## config.mk

```make
export PLATFORM = sky130hd
export DESIGN_NAME = frame_thread_sched
export DESIGN_NICKNAME = d
export VERILOG_FILES = /design/src/rtl/tfs_pkg.sv /design/src/rtl/tfs_frame_stack.sv /design/src/rtl/tfs_ready_fifo.sv /design/src/rtl/frame_thread_sched.sv
export SDC_FILE = /design/constraint.sdc
export NUM_CORES = 2
export LEC_CHECK = 0
export BUFFER_PORTS_ARGS = -buffer_cell sky130_fd_sc_hd__buf_2
export CAP_MARGIN = 20
export CORE_ASPECT_RATIO = 0.75
export CORE_UTILIZATION = 59
export CTS_CLUSTER_DIAMETER = 150
export CTS_CLUSTER_SIZE = 24
export DETAILED_ROUTE_END_ITERATION = 10
export PLACE_DENSITY = 0.76
export SYNTH_ARGS = -nofsm -noshare
export SYNTH_HDL_FRONTEND = slang
export SYNTH_SLANG_ARGS = --single-unit
export TNS_END_PERCENT = 100
```

## constraint.sdc

```tcl
create_clock -name clk_i -period 8.9 [get_ports clk_i]
set_input_delay 0 -clock clk_i [delete_from_list [all_inputs] [get_ports clk_i]]
set_output_delay 0 -clock clk_i [all_outputs]
set_load 0.1 [all_outputs]
```

## src/rtl/tfs_pkg.sv

```systemverilog
package tfs_pkg;
  localparam int unsigned DEF_NUM_FRAMES  = 8;
  localparam int unsigned DEF_STACK_DEPTH = 16;
  localparam int unsigned DEF_ADDR_W      = 16;

  function automatic int unsigned idx_w(input int unsigned n);
    return (n > 1) ? $clog2(n) : 1;
  endfunction
endpackage

```

## src/rtl/tfs_frame_stack.sv

```systemverilog
module tfs_frame_stack #(
  parameter int unsigned DEPTH  = tfs_pkg::DEF_STACK_DEPTH,
  parameter int unsigned ADDR_W = tfs_pkg::DEF_ADDR_W,
  localparam int unsigned CNT_W = $clog2(DEPTH + 1),
  localparam int unsigned IDX_W = tfs_pkg::idx_w(DEPTH)
) (
  input  logic              clk_i,
  input  logic              rst_ni,
  input  logic              seed_i,
  input  logic [ADDR_W-1:0] seed_addr_i,
  input  logic              push0_i,
  input  logic [ADDR_W-1:0] push0_addr_i,
  input  logic              push1_i,
  input  logic [ADDR_W-1:0] push1_addr_i,
  input  logic              pop_i,
  output logic [ADDR_W-1:0] top_o,
  output logic [CNT_W-1:0]  cnt_o,
  output logic              ovf_o
);
  logic [ADDR_W-1:0] mem_q [DEPTH];
  logic [CNT_W-1:0]  cnt_q, base, idx1, tidx;
  logic              do_pop, ok0, ok1, wr0, wr1;

  always_comb begin
    do_pop = pop_i && (cnt_q != '0);
    base   = cnt_q - CNT_W'(do_pop);
    ok0    = base < CNT_W'(DEPTH);
    wr0    = push0_i && ok0;
    idx1   = base + CNT_W'(wr0);
    ok1    = idx1 < CNT_W'(DEPTH);
    wr1    = push1_i && ok1;
    ovf_o  = !seed_i && ((push0_i && !ok0) || (push1_i && !ok1));
    tidx   = cnt_q - CNT_W'(1);
    top_o  = (cnt_q == '0) ? '0 : mem_q[tidx[IDX_W-1:0]];
  end

  assign cnt_o = cnt_q;

  always_ff @(posedge clk_i or negedge rst_ni) begin
    if (!rst_ni)     cnt_q <= '0;
    else if (seed_i) cnt_q <= CNT_W'(1);
    else             cnt_q <= idx1 + CNT_W'(wr1);
  end

  always_ff @(posedge clk_i) begin
    if (seed_i) begin
      mem_q[0] <= seed_addr_i;
    end else begin
      if (wr0) mem_q[base[IDX_W-1:0]] <= push0_addr_i;
      if (wr1) mem_q[idx1[IDX_W-1:0]] <= push1_addr_i;
    end
  end

  AST_STACK_BOUND: assert property (@(posedge clk_i) disable iff (!rst_ni)
    cnt_q <= CNT_W'(DEPTH));
endmodule

```

## src/rtl/tfs_ready_fifo.sv

```systemverilog
module tfs_ready_fifo #(
  parameter int unsigned DEPTH = tfs_pkg::DEF_NUM_FRAMES,
  parameter int unsigned W     = 3,
  localparam int unsigned PTR_W = tfs_pkg::idx_w(DEPTH),
  localparam int unsigned CNT_W = $clog2(DEPTH + 1)
) (
  input  logic         clk_i,
  input  logic         rst_ni,
  input  logic         push_i,
  input  logic [W-1:0] push_data_i,
  input  logic         pop_i,
  output logic [W-1:0] head_o,
  output logic         empty_o
);
  logic [W-1:0]     mem_q [DEPTH];
  logic [PTR_W-1:0] rd_q, wr_q;
  logic [CNT_W-1:0] cnt_q;
  logic             full;

  function automatic logic [PTR_W-1:0] nxt(input logic [PTR_W-1:0] p);
    return (p == PTR_W'(DEPTH - 1)) ? '0 : p + PTR_W'(1);
  endfunction

  assign empty_o = (cnt_q == '0);
  assign full    = (cnt_q == CNT_W'(DEPTH));
  assign head_o  = mem_q[rd_q];

  always_ff @(posedge clk_i or negedge rst_ni) begin
    if (!rst_ni) begin
      rd_q  <= '0;
      wr_q  <= '0;
      cnt_q <= '0;
    end else begin
      if (push_i) wr_q <= nxt(wr_q);
      if (pop_i)  rd_q <= nxt(rd_q);
      cnt_q <= cnt_q + CNT_W'(push_i) - CNT_W'(pop_i);
    end
  end

  always_ff @(posedge clk_i) begin
    if (push_i) mem_q[wr_q] <= push_data_i;
  end

  AST_RUNQ_NO_OVERFLOW: assert property (@(posedge clk_i) disable iff (!rst_ni)
    (push_i && !pop_i) |-> !full);
  AST_RUNQ_NO_UNDERFLOW: assert property (@(posedge clk_i) disable iff (!rst_ni)
    pop_i |-> !empty_o);
endmodule

```

## src/rtl/frame_thread_sched.sv

```systemverilog
module frame_thread_sched #(
  parameter int unsigned NUM_FRAMES  = tfs_pkg::DEF_NUM_FRAMES,
  parameter int unsigned STACK_DEPTH = tfs_pkg::DEF_STACK_DEPTH,
  parameter int unsigned ADDR_W      = tfs_pkg::DEF_ADDR_W,
  localparam int unsigned FID_W = tfs_pkg::idx_w(NUM_FRAMES),
  localparam int unsigned CNT_W = $clog2(STACK_DEPTH + 1)
) (
  input  logic              clk_i,
  input  logic              rst_ni,
  input  logic              act_valid_i,
  input  logic [FID_W-1:0]  act_fid_i,
  input  logic [ADDR_W-1:0] act_exit_addr_i,
  input  logic              fork_valid_i,
  input  logic [ADDR_W-1:0] fork_addr_i,
  input  logic              stop_valid_i,
  output logic              next_valid_o,
  output logic [ADDR_W-1:0] next_addr_o,
  output logic              frame_done_o,
  input  logic              post_valid_i,
  input  logic [FID_W-1:0]  post_fid_i,
  input  logic [ADDR_W-1:0] post_addr_i,
  input  logic              swap_req_i,
  output logic              swap_valid_o,
  output logic [FID_W-1:0]  swap_fid_o,
  output logic [ADDR_W-1:0] swap_addr_o,
  output logic              idle_o,
  output logic              cur_valid_o,
  output logic [FID_W-1:0]  cur_fid_o,
  output logic              overflow_o
);
  logic [ADDR_W-1:0]     top_w [NUM_FRAMES];
  logic [CNT_W-1:0]      cnt_w [NUM_FRAMES];
  logic [NUM_FRAMES-1:0] ovf_w, seed, push0, push1, pop;
  logic [NUM_FRAMES-1:0] queued_q;
  logic [FID_W-1:0]      cur_fid_q, head_fid;
  logic                  cur_valid_q, overflow_q, rq_empty;
  logic [CNT_W-1:0]      cur_cnt;
  logic                  swap_go, swap_take, fs_en, fork_go, stop_go;
  logic                  fork_push, stop_pop, running_post, enq;

  always_comb begin
    cur_cnt      = cnt_w[cur_fid_q];
    swap_go      = swap_req_i && (!cur_valid_q || cur_cnt == '0);
    swap_take    = swap_go && !rq_empty;
    fs_en        = cur_valid_q && !swap_req_i;
    fork_go      = fs_en && fork_valid_i;
    stop_go      = fs_en && stop_valid_i;
    fork_push    = fork_go && !stop_go;
    stop_pop     = stop_go && !fork_go && cur_cnt != '0;
    running_post = cur_valid_q && !swap_take && post_fid_i == cur_fid_q;
    enq          = post_valid_i && !queued_q[post_fid_i] && !running_post;
  end

  assign next_valid_o = stop_go && (fork_go || cur_cnt != '0);
  assign next_addr_o  = !next_valid_o ? '0 : fork_go ? fork_addr_i : top_w[cur_fid_q];
  assign frame_done_o = stop_go && !fork_go && cur_cnt == CNT_W'(1);
  assign swap_valid_o = swap_take;
  assign swap_fid_o   = swap_take ? head_fid : '0;
  assign swap_addr_o  = swap_take ? top_w[head_fid] : '0;
  assign idle_o       = swap_go && rq_empty;
  assign cur_valid_o  = cur_valid_q;
  assign cur_fid_o    = cur_fid_q;
  assign overflow_o   = overflow_q;

  for (genvar g = 0; g < NUM_FRAMES; g++) begin : g_frame
    localparam logic [FID_W-1:0] MY_FID = FID_W'(g);
    assign seed[g]  = act_valid_i && act_fid_i == MY_FID;
    assign push0[g] = fork_push && cur_fid_q == MY_FID;
    assign push1[g] = post_valid_i && post_fid_i == MY_FID;
    assign pop[g]   = (stop_pop && cur_fid_q == MY_FID) || (swap_take && head_fid == MY_FID);

    tfs_frame_stack #(.DEPTH(STACK_DEPTH), .ADDR_W(ADDR_W)) u_stack (
      .clk_i        (clk_i),
      .rst_ni       (rst_ni),
      .seed_i       (seed[g]),
      .seed_addr_i  (act_exit_addr_i),
      .push0_i      (push0[g]),
      .push0_addr_i (fork_addr_i),
      .push1_i      (push1[g]),
      .push1_addr_i (post_addr_i),
      .pop_i        (pop[g]),
      .top_o        (top_w[g]),
      .cnt_o        (cnt_w[g]),
      .ovf_o        (ovf_w[g])
    );
  end

  tfs_ready_fifo #(.DEPTH(NUM_FRAMES), .W(FID_W)) u_runq (
    .clk_i       (clk_i),
    .rst_ni      (rst_ni),
    .push_i      (enq),
    .push_data_i (post_fid_i),
    .pop_i       (swap_take),
    .head_o      (head_fid),
    .empty_o     (rq_empty)
  );

  always_ff @(posedge clk_i or negedge rst_ni) begin
    if (!rst_ni) begin
      cur_valid_q <= 1'b0;
      cur_fid_q   <= '0;
      overflow_q  <= 1'b0;
      queued_q    <= '0;
    end else begin
      overflow_q <= overflow_q || (ovf_w != '0);
      if (swap_take) begin
        cur_valid_q        <= 1'b1;
        cur_fid_q          <= head_fid;
        queued_q[head_fid] <= 1'b0;
      end
      if (enq) queued_q[post_fid_i] <= 1'b1;
    end
  end

  AST_OVF_STICKY: assert property (@(posedge clk_i) disable iff (!rst_ni)
    overflow_q |=> overflow_q);
  AST_FRAME_HOLD: assert property (@(posedge clk_i) disable iff (!rst_ni)
    !swap_valid_o |=> $stable(cur_fid_q) && $stable(cur_valid_q));
  AST_BUSY_NO_SWAP: assert property (@(posedge clk_i) disable iff (!rst_ni)
    (cur_valid_q && cur_cnt != '0) |=> $stable(cur_fid_q));
  AST_IDLE_HOLD: assert property (@(posedge clk_i) disable iff (!rst_ni)
    idle_o |=> $stable(cur_fid_q) && $stable(cur_valid_q));
  AST_SWAP_IDLE_EXCL: assert property (@(posedge clk_i) disable iff (!rst_ni)
    !(swap_valid_o && idle_o));
  AST_QUIET_ON_SWAP: assert property (@(posedge clk_i) disable iff (!rst_ni)
    swap_req_i |-> !next_valid_o && !frame_done_o);
endmodule

```

==> Word-level counts from Yosys, hierarchy flattened <==
Memories as Yosys holds them, arrays and structs flattened.
Index checks and enable logic that the tools add are counted.
{ "classes": {"addsub": 36, "n_reduce_logical": 188, "muxes": 129, "bitwise_logic": 5, "eq_ne": 32, "order_cmp": 22} }
{ "ops": {"columns": ["op", "count"], "rows": [
  ["16-bit 2-to-1 mux", 23],
  ["16-bit OR reduction", 8],
  ["1-bit logical AND", 105],
  ["16-bit binary-select mux with 3-bit select", 2],
  ["5-bit by 1-bit adder with 5-bit output", 16],
  ["5-bit < comparator (second input constant)", 16],
  ["1-bit 2-to-1 mux", 77],
  ["3-bit == test (second input constant)", 18],
  ["5-bit 2-to-1 mux", 10],
  ["5-bit logical NOT", 9],
  ["5-bit nonzero test", 9],
  ["5-bit by 1-bit subtractor with 5-bit output", 8],
  ["1-bit logical NOT", 32],
  ["4-bit 2-to-1 mux", 8],
  ["4-bit by 1-bit subtractor with 4-bit output (second input constant)", 8],
  ["3-bit by 2-bit == test with 1-bit output (second input constant)", 8],
  ["1-bit logical OR", 19],
  ["8-bit 2-to-1 mux", 2],
  ["5-bit binary-select mux with 3-bit select", 1],
  ["3-bit by 1-bit == test with 1-bit output (second input constant)", 4],
  ["3-bit logical NOT", 4],
  ["3-bit 2-to-1 mux", 3],
  ["8-bit AND", 1],
  ["4-bit greater-or-equal comparator (second input constant)", 2],
  ["14 further kinds", 19]
]} }
{ "totals": {"ram_bits": 2072, "wordCells": 436, "register_bits": 63, "output_inout_bits": 44, "input_bits": 61, "n_memories": 9} }
{ "memory_table": {"columns": ["memory", "depth", "word_bits", "read_ports", "rd_clocked_by_memory_dff", "wr", "line", "text"], "rows": [
  ["g_frame[0].u_stack.mem_q", 16, 16, 1, 0, 2, "tfs_frame_stack.sv:20", "logic [ADDR_W-1:0] mem_q [DEPTH];"],
  ["g_frame[1].u_stack.mem_q", 16, 16, 1, 0, 2, "tfs_frame_stack.sv:20", null],
  ["g_frame[2].u_stack.mem_q", 16, 16, 1, 0, 2, "tfs_frame_stack.sv:20", null],
  ["g_frame[3].u_stack.mem_q", 16, 16, 1, 0, 2, "tfs_frame_stack.sv:20", null],
  ["g_frame[4].u_stack.mem_q", 16, 16, 1, 0, 2, "tfs_frame_stack.sv:20", null],
  ["g_frame[5].u_stack.mem_q", 16, 16, 1, 0, 2, "tfs_frame_stack.sv:20", null],
  ["3 more memories", null, null, null, null, null, null, null]
]} }

==> Logic depth before layout (Yosys ltp) <==
{ "depth": {"ltp_word": 22, "mapped_depth": 29, "mapped_depth_nobuf": 25} }

==> Modules after synthesis <==
Synthesis repeated with hierarchy kept, for this count alone.
{ "unflattened": {"cells_unflattened": 7541, "hier_area_um2": 122353.6} }
{ "modules_own_cells": {"columns": ["mod", "instances", "seq_area_each_um2", "cells_each", "area_each_um2"], "rows": [
  ["tfs_frame_stack (g_frame[1].u_stack ...)", 7, 7812.5, 890, 14641.5],
  ["tfs_frame_stack (g_frame[0].u_stack)", 1, 7812.5, 890, 14948.1],
  ["frame_thread_sched", 1, 325.3, 332, 3409.5],
  ["tfs_ready_fifo", 1, 970.9, 89, 1505.2]
]} }

==> Worst setup path after synthesis <==
No wires, ideal clock.
{ "synth_timing": {"kind": "register to output", "startpoint": "register g_frame[1].u_stack.cnt_q[0]", "endpoint": "output port swap_addr_o[11]", "path_stages_with_launch": 16, "required_ps": 8900, "path_buffers": 7, "arrival_ps": 8108, "slack_ps": 792, "path_cell_list": "dfrtp_1 -> buf_2 -> buf_2 -> buf_2 -> clkbuf_1 -> inv_1 -> ha_1 -> clkbuf_1 -> clkbuf_1 -> clkbuf_1 -> mux4_2 -> mux2i_1 -> o22ai_1 -> nand2_1 -> o21a_1 -> a2111oi_0"} }
{ "synth_via": {"elab_chain_cells": 8, "elab_cells_between_ends": 15, "cone_classes": "1 x add/sub; 8 x mux; 5 x reduce/logical; 1 x memory"} }
{ "synth_lines": {"columns": ["item", "line", "text"], "rows": [
  ["from (decl)", "tfs_frame_stack.sv:21", "logic [CNT_W-1:0] cnt_q, base, idx1, tidx;"],
  ["from (signal assigned)", "tfs_frame_stack.sv:42", "else cnt_q <= idx1 + CNT_W'(wr1);"],
  ["branches (longest 7 deep; another with memory read 16 x 16 bit)", null, null],
  ["16-bit 2-to-1 mux *", "frame_thread_sched.sv:59", "assign swap_addr_o = swap_take ? top_w[head_fid] : '0;"],
  ["to (decl)", "frame_thread_sched.sv:25", "output logic [ADDR_W-1:0] swap_addr_o,"]
]} }
Every way passes the cells marked *. The select of a mux whose other input is x is not followed.

==> flow_summary.html <==
<table>
<tr><th>Metric</th><th>Value</th></tr>
<tr><th colspan="2">Floorplanning</th></tr>
<tr><td>Initial core utilization</td><td>between 50% and 60%</td></tr>
<tr><td>Number of standard-cell rows in the floorplan</td><td>138</td></tr>
<tr><td>Die Width</td><td>508 um</td></tr>
<tr><td>Die ar.</td><td>a little under 200000 um^2</td></tr>
<tr><td>Number of placed I/O pins</td><td>between 100 and 150</td></tr>
<tr><td>Overall die height</td><td>~380 um</td></tr>
<tr><td>Floorplan core area</td><td>190000 um^2</td></tr>
<tr><th colspan="2">Setup path</th></tr>
<tr><td>R2R Setup Slk</td><td>490 ps</td></tr>
<tr><td>Most numerous cell on the critical path</td><td>ha_1</td></tr>
<tr><td>Worst r2r dst</td><td>g_frame[5].u_stack.mem_q[0][12]</td></tr>
<tr><td>Crit path cell chain</td><td>nand2b_1 &gt; buf_4 &gt; o221ai_1 &gt; nor3_1 &gt; o21ai_0 &gt; a21o_1 &gt; inv_1 &gt; a32oi_1 &gt; nor2_1 &gt; ha_1 &gt; ha_1 &gt; nand2_1 &gt; xor2_1 &gt; and3_1 &gt; ha_1 &gt; ha_1 &gt; nand2b_1 &gt; nand4b_1 &gt; and3_1 &gt; or4_1 &gt; or4_1 &gt; nand3_1</td></tr>
<tr><td>Reg-to-reg critical path startpoint</td><td>cur_fid_o[0]</td></tr>
<tr><td>Worst EP arrival</td><td>8840 ps</td></tr>
<tr><td>Longest individual stage delay on the worst path</td><td>1010 ps</td></tr>
<tr><td>Largest fanout on the critical path</td><td>33</td></tr>
<tr><td>Cell with the largest stage delay on the worst path</td><td>or4_1</td></tr>
<tr><td>Required time at the endpoint of the critical path</td><td>between 9000 and 10000 ps</td></tr>
<tr><td>Category of the most critical setup path</td><td>flop to flop</td></tr>
<tr><td>Crit path launch type</td><td>flop</td></tr>
<tr><td>Worst Reg-to-Reg Cells</td><td>22</td></tr>
<tr><td>Worst Setup End Kind</td><td>flop</td></tr>
<tr><th colspan="2">STA</th></tr>
<tr><td>Part of the cycle the worst path needs</td><td>94.5%</td></tr>
<tr><td>Final-report max-slew violation count</td><td>0</td></tr>
<tr><td>Achievable clock frequency</td><td>0.119 GHz</td></tr>
<tr><td>Worst rel slew slack</td><td>about 15%</td></tr>
<tr><td>Setup TNS</td><td>0 ps</td></tr>
<tr><td>Time the worst path needs with I/O delays and setup</td><td>8410 ps</td></tr>
<tr><td>Final count of negative-setup-slack endpoints</td><td>0</td></tr>
<tr><td>RSZ-0062 raised after global routing</td><td>no</td></tr>
<tr><td>Final-layout worst hold slack</td><td>145 ps</td></tr>
<tr><td>Worst clock skew</td><td>52.3 ps</td></tr>
<tr><td>Transition time at the pin with the least slew margin</td><td>1230 ps</td></tr>
<tr><td>Count of endpoints failing hold in the final timing report</td><td>0</td></tr>
<tr><th colspan="2">Clock tree</th></tr>
<tr><td>Worst skew pair latency</td><td>around 830 ps</td></tr>
<tr><td>Number of clock buffers inserted by TritonCTS</td><td>98</td></tr>
<tr><td>Root buffer cell</td><td>clkbuf_16</td></tr>
<tr><td>Clock-pin slew on the worst setup and hold paths</td><td>roughly 120 ps</td></tr>
<tr><td>Total number of clock tree sinks</td><td>2135</td></tr>
<tr><td>Max Buffers Root-to-Sink</td><td>3</td></tr>
<tr><td>TritonCTS clock tree</td><td>yes</td></tr>
<tr><td>Number of H-tree levels</td><td>3</td></tr>
<tr><td>Setup Fix Bufs, Post-CTS</td><td>0</td></tr>
<tr><td>Number of instances resized during post-cts repair</td><td>0</td></tr>
<tr><td>CTS Hold Bufs</td><td>29</td></tr>
<tr><th colspan="2">Synthesis</th></tr>
<tr><td>Commonest register cell after synthesis</td><td>edfxtp_1</td></tr>
<tr><td>Sequential fraction of the synthesis area</td><td>56.3%</td></tr>
<tr><td>Post-synth EDFFs</td><td>2072</td></tr>
<tr><td>Gate count after technology mapping</td><td>9211</td></tr>
<tr><td>Distinct cell type count of the synthesized netlist</td><td>slightly above 90</td></tr>
<tr><td>Seq cells post-synth</td><td>2135</td></tr>
<tr><td>Syn_nets</td><td>9338</td></tr>
<tr><td>Async S/R FF share, synth</td><td>2.95%</td></tr>
<tr><td>Mean area per synthesized cell</td><td>12.3 um^2</td></tr>
<tr><td>Area of the mapped netlist</td><td>113000 um^2</td></tr>
<tr><td>Count of warnings emitted by yosys</td><td>0</td></tr>
<tr><th colspan="2">Placed design</th></tr>
<tr><td>Total half-perimeter wirelength after legalization and detailed placement</td><td>between 200 and 300 mm</td></tr>
<tr><td># port buffers</td><td>104</td></tr>
<tr><td>Total instance count after detailed placement</td><td>11269</td></tr>
<tr><td>Placer Congestion</td><td>around 1.0</td></tr>
<tr><th colspan="2">Power and ir drop</th></tr>
<tr><td>Part of the total power dissipated in combinational logic</td><td>51.2%</td></tr>
<tr><td>Peak supply drop</td><td>0.254 mV</td></tr>
<tr><td>Seq pwr share</td><td>33.8%</td></tr>
<tr><td>Cell leakage power</td><td>40.8 nW</td></tr>
<tr><td>Clk network pwr share</td><td>14.9%</td></tr>
<tr><td>Internal portion of total power</td><td>19.6 mW</td></tr>
<tr><td>Switching Fraction</td><td>45.1%</td></tr>
<tr><td>Total design power</td><td>35.6 mW</td></tr>
<tr><td>NetSw</td><td>16.0 mW</td></tr>
<tr><td>Power density relative to cell area</td><td>between 200 and 300 nW/um^2</td></tr>
<tr><th colspan="2">Routing</th></tr>
<tr><td>Total DRC errors in the routed layout</td><td>0</td></tr>
<tr><td>Vias</td><td>82374</td></tr>
<tr><td>Total detailed-routing wirelength</td><td>400 mm</td></tr>
<tr><td>Antenna Violating Nets Remaining</td><td>0</td></tr>
<tr><td>Initial drt markers</td><td>15953</td></tr>
<tr><td>Post-DR vias/cell</td><td>7.16</td></tr>
<tr><td>Detailed Routing Iterations Pass 1</td><td>7</td></tr>
<tr><td>Routed wire length per instance</td><td>~35 um</td></tr>
<tr><th colspan="2">Worst hold path</th></tr>
<tr><td>Worst hold stages</td><td>5</td></tr>
<tr><td>Hold path endpoint</td><td>g_frame[7].u_stack.cnt_o[0]</td></tr>
<tr><td>Hold WC Path Type</td><td>primary input to flop</td></tr>
<tr><td>Hold path startpoint</td><td>post_valid_i</td></tr>
<tr><th colspan="2">Global route</th></tr>
<tr><td>Global routing usage summed across all routing layers</td><td>40.9%</td></tr>
<tr><td>Vias in the first global route</td><td>roughly 77000</td></tr>
<tr><td>Initial antenna violation count</td><td>19</td></tr>
<tr><td>First-pass GRT wire length</td><td>564 mm</td></tr>
<tr><td>GRT Residual Overflow</td><td>0</td></tr>
<tr><td>Pin count of the biggest net entering global routing</td><td>76</td></tr>
<tr><th colspan="2">Flow run</th></tr>
<tr><td>Max_cap viols</td><td>0</td></tr>
<tr><th colspan="2">Cells and area</th></tr>
<tr><td>Fraction of the core area covered by cells at the end of the flow</td><td>63.5%</td></tr>
<tr><td>Post-Layout Cell Count</td><td>11503</td></tr>
<tr><td>Layout cells sized above 1</td><td>between 20% and 30%</td></tr>
<tr><td>Synth-to-layout area growth</td><td>6.31%</td></tr>
<tr><td>Number of nets in the layout</td><td>9042</td></tr>
<tr><th colspan="2">Outcome</th></tr>
<tr><td>Run status</td><td>finished, final reports clean</td></tr>
</table>
-- synth_stat cells (13+ instances only) --
cell type,n,area share [%]
clkinv_1,18,0.060
a22oi_1,32,0.21
or4_1,22,0.15
ha_1,65,0.72
nand2b_1,28,0.15
a211oi_1,14,0.093
nand3_1,115,0.51
nand4_1,71,0.39
and2_1,21,0.12
inv_1,68,0.23
nor2b_1,14,0.077
edfxtp_1,2072,55
dfrtp_1,63,1.4
xor2_1,48,0.37
a31oi_1,24,0.13
nand2_2,15,0.083
mux2i_1,445,3.9
clkbuf_1,711,2.4
buf_2,175,0.77
mux4_2,518,10
or3_1,15,0.083
a32o_1,13,0.11
and3_1,23,0.13
o22ai_1,46,0.25
xnor2_1,65,0.50
mux2_2,486,4.8
nand3b_1,21,0.14
nand2_1,336,1.1
o22a_1,19,0.15
nor2_1,1474,4.9
nor4_1,20,0.11
a22o_1,18,0.14
nor3b_1,40,0.27
buf_4,15,0.099
nor3_1,53,0.23
a21oi_1,1538,6.8
o211ai_1,35,0.23
mux2_4,30,0.40
o21ai_0,158,0.70
buf_1,62,0.21
-- sequential cells by signal, indices dropped and copies added, names as in the netlist --
register / flops
u_runq.rd_q: 3
cur_valid_o: 1
overflow_o: 1
u_runq.cnt_q: 4
g_frame.u_stack.cnt_o: 40
u_runq.wr_q: 3
queued_q: 8
u_runq.mem_q: 24
g_frame.u_stack.mem_q: 2048
cur_fid_o: 3
-- final cells by class --
cell class              count  area [um^2]
diodes                     16         40.0
clock buffers             145         2630
clock inverters             7          123
fillers                 13951        69300
inverters                  86          323
multi-input cells        6020        45900
flip-flops and latches   2135        63800
well taps                2520         3150
repair buffers            574         4470
-- cell families (layout without fill, tap and decap cells) --
group                    after synthesis  in the layout  share of synthesized area (%)
AO/OA/AOI/OAI                       2020           2020                           9.74
XOR/XNOR                             114            114                          0.888
adder cells (fa/ha/maj)               66             66                          0.735
buffers and inverters               1056            812                           3.81
flip-flops                          2135           2135                           56.3
multiplexers                        1485           1485                           19.5
other                                  0             16                              0
AND/OR/NAND/NOR                     2335           2335                           8.98
-- how the worst max path moves through the flow --
stage                                            from                              end  slack [ps]  cells past startpoint
after floorplan           g_frame[1].u_stack.cnt_o[0]                  swap_addr_o[11]         790                     15
after global placement                   cur_fid_o[0]  g_frame[3].u_stack.mem_q[0][13]         950                     22
after global routing      g_frame[2].u_stack.cnt_o[2]  g_frame[3].u_stack.mem_q[0][10]         120                     21
after CTS                                cur_fid_o[0]  g_frame[3].u_stack.mem_q[0][15]         780                     22
after detailed placement                 cur_fid_o[0]  g_frame[3].u_stack.mem_q[0][13]         840                     22
final                                    cur_fid_o[0]  g_frame[5].u_stack.mem_q[0][12]         490                     22
-- layer usage --
| metal | GRT usage [%] | wire length, um | vias up |
|---|---|---|---|
| met5 | 0 | 122 | - |
| met4 | 21.5 | 25600 | 16 |
| li1 | - | - | 33942 |
| met1 | 56.7 | 140000 | 40527 |
| met2 | 57.0 | 167000 | 6876 |
| met3 | 14.2 | 67000 | 1013 |
-- stage by stage --
| stage | worst slack [ps] | cell area (um^2) |
|---|---|---|
| detailed placement | 836 | 117000 |
| global route | 119 | 120000 |
| finish | 489 | 120000 |
| CTS | 781 | 120000 |
| global placement | 951 | 117000 |
| floorplan | 792 | 113000 |
-- worst max-delay path, delay by kind of cell (launching register included) --
| family | cells | cell delay [ps] |
|---|---|---|
| simple gates | 11 | 4450 |
| compound gates | 4 | 1080 |
| fa+ha+maj | 4 | 950 |
| buf+inv | 2 | 670 |
| flops | 1 | 630 |
| xor+xnor | 1 | 210 |
-- power groups by stage --
stage               combinational, mW  sequential, mW  clock, mW
floorplan                        10.8            11.8          0
global placement                 17.4            12.3          0
detailed placement               17.4            12.3          0
CTS                              17.5            12.0       5.30
global route                     18.6            12.1       5.59
finish                           18.2            12.0       5.32
-- layout by cell type, fill, tap and decap left out, types with 30 or more instances in the layout --
cell type / n
edfxtp_1: 2072
a21oi_1: 1538
nor2_1: 1470
mux4_2: 518
mux2_2: 486
buf_4: 417
mux2i_1: 377
nand2_1: 336
nand3_1: 115
clkbuf_16: 98
buf_2: 87
o21ai_1: 82
nand4_1: 71
o21ai_0: 69
inv_1: 68
mux2i_2: 65
xnor2_1: 60
ha_1: 57
dfrtp_1: 54
nor3_1: 49
clkbuf_1: 47
xor2_1: 40
nor3b_1: 39
o22ai_1: 37
o211ai_1: 35
a22oi_1: 32
mux2_4: 30
(Power assumes the default switching activity.)
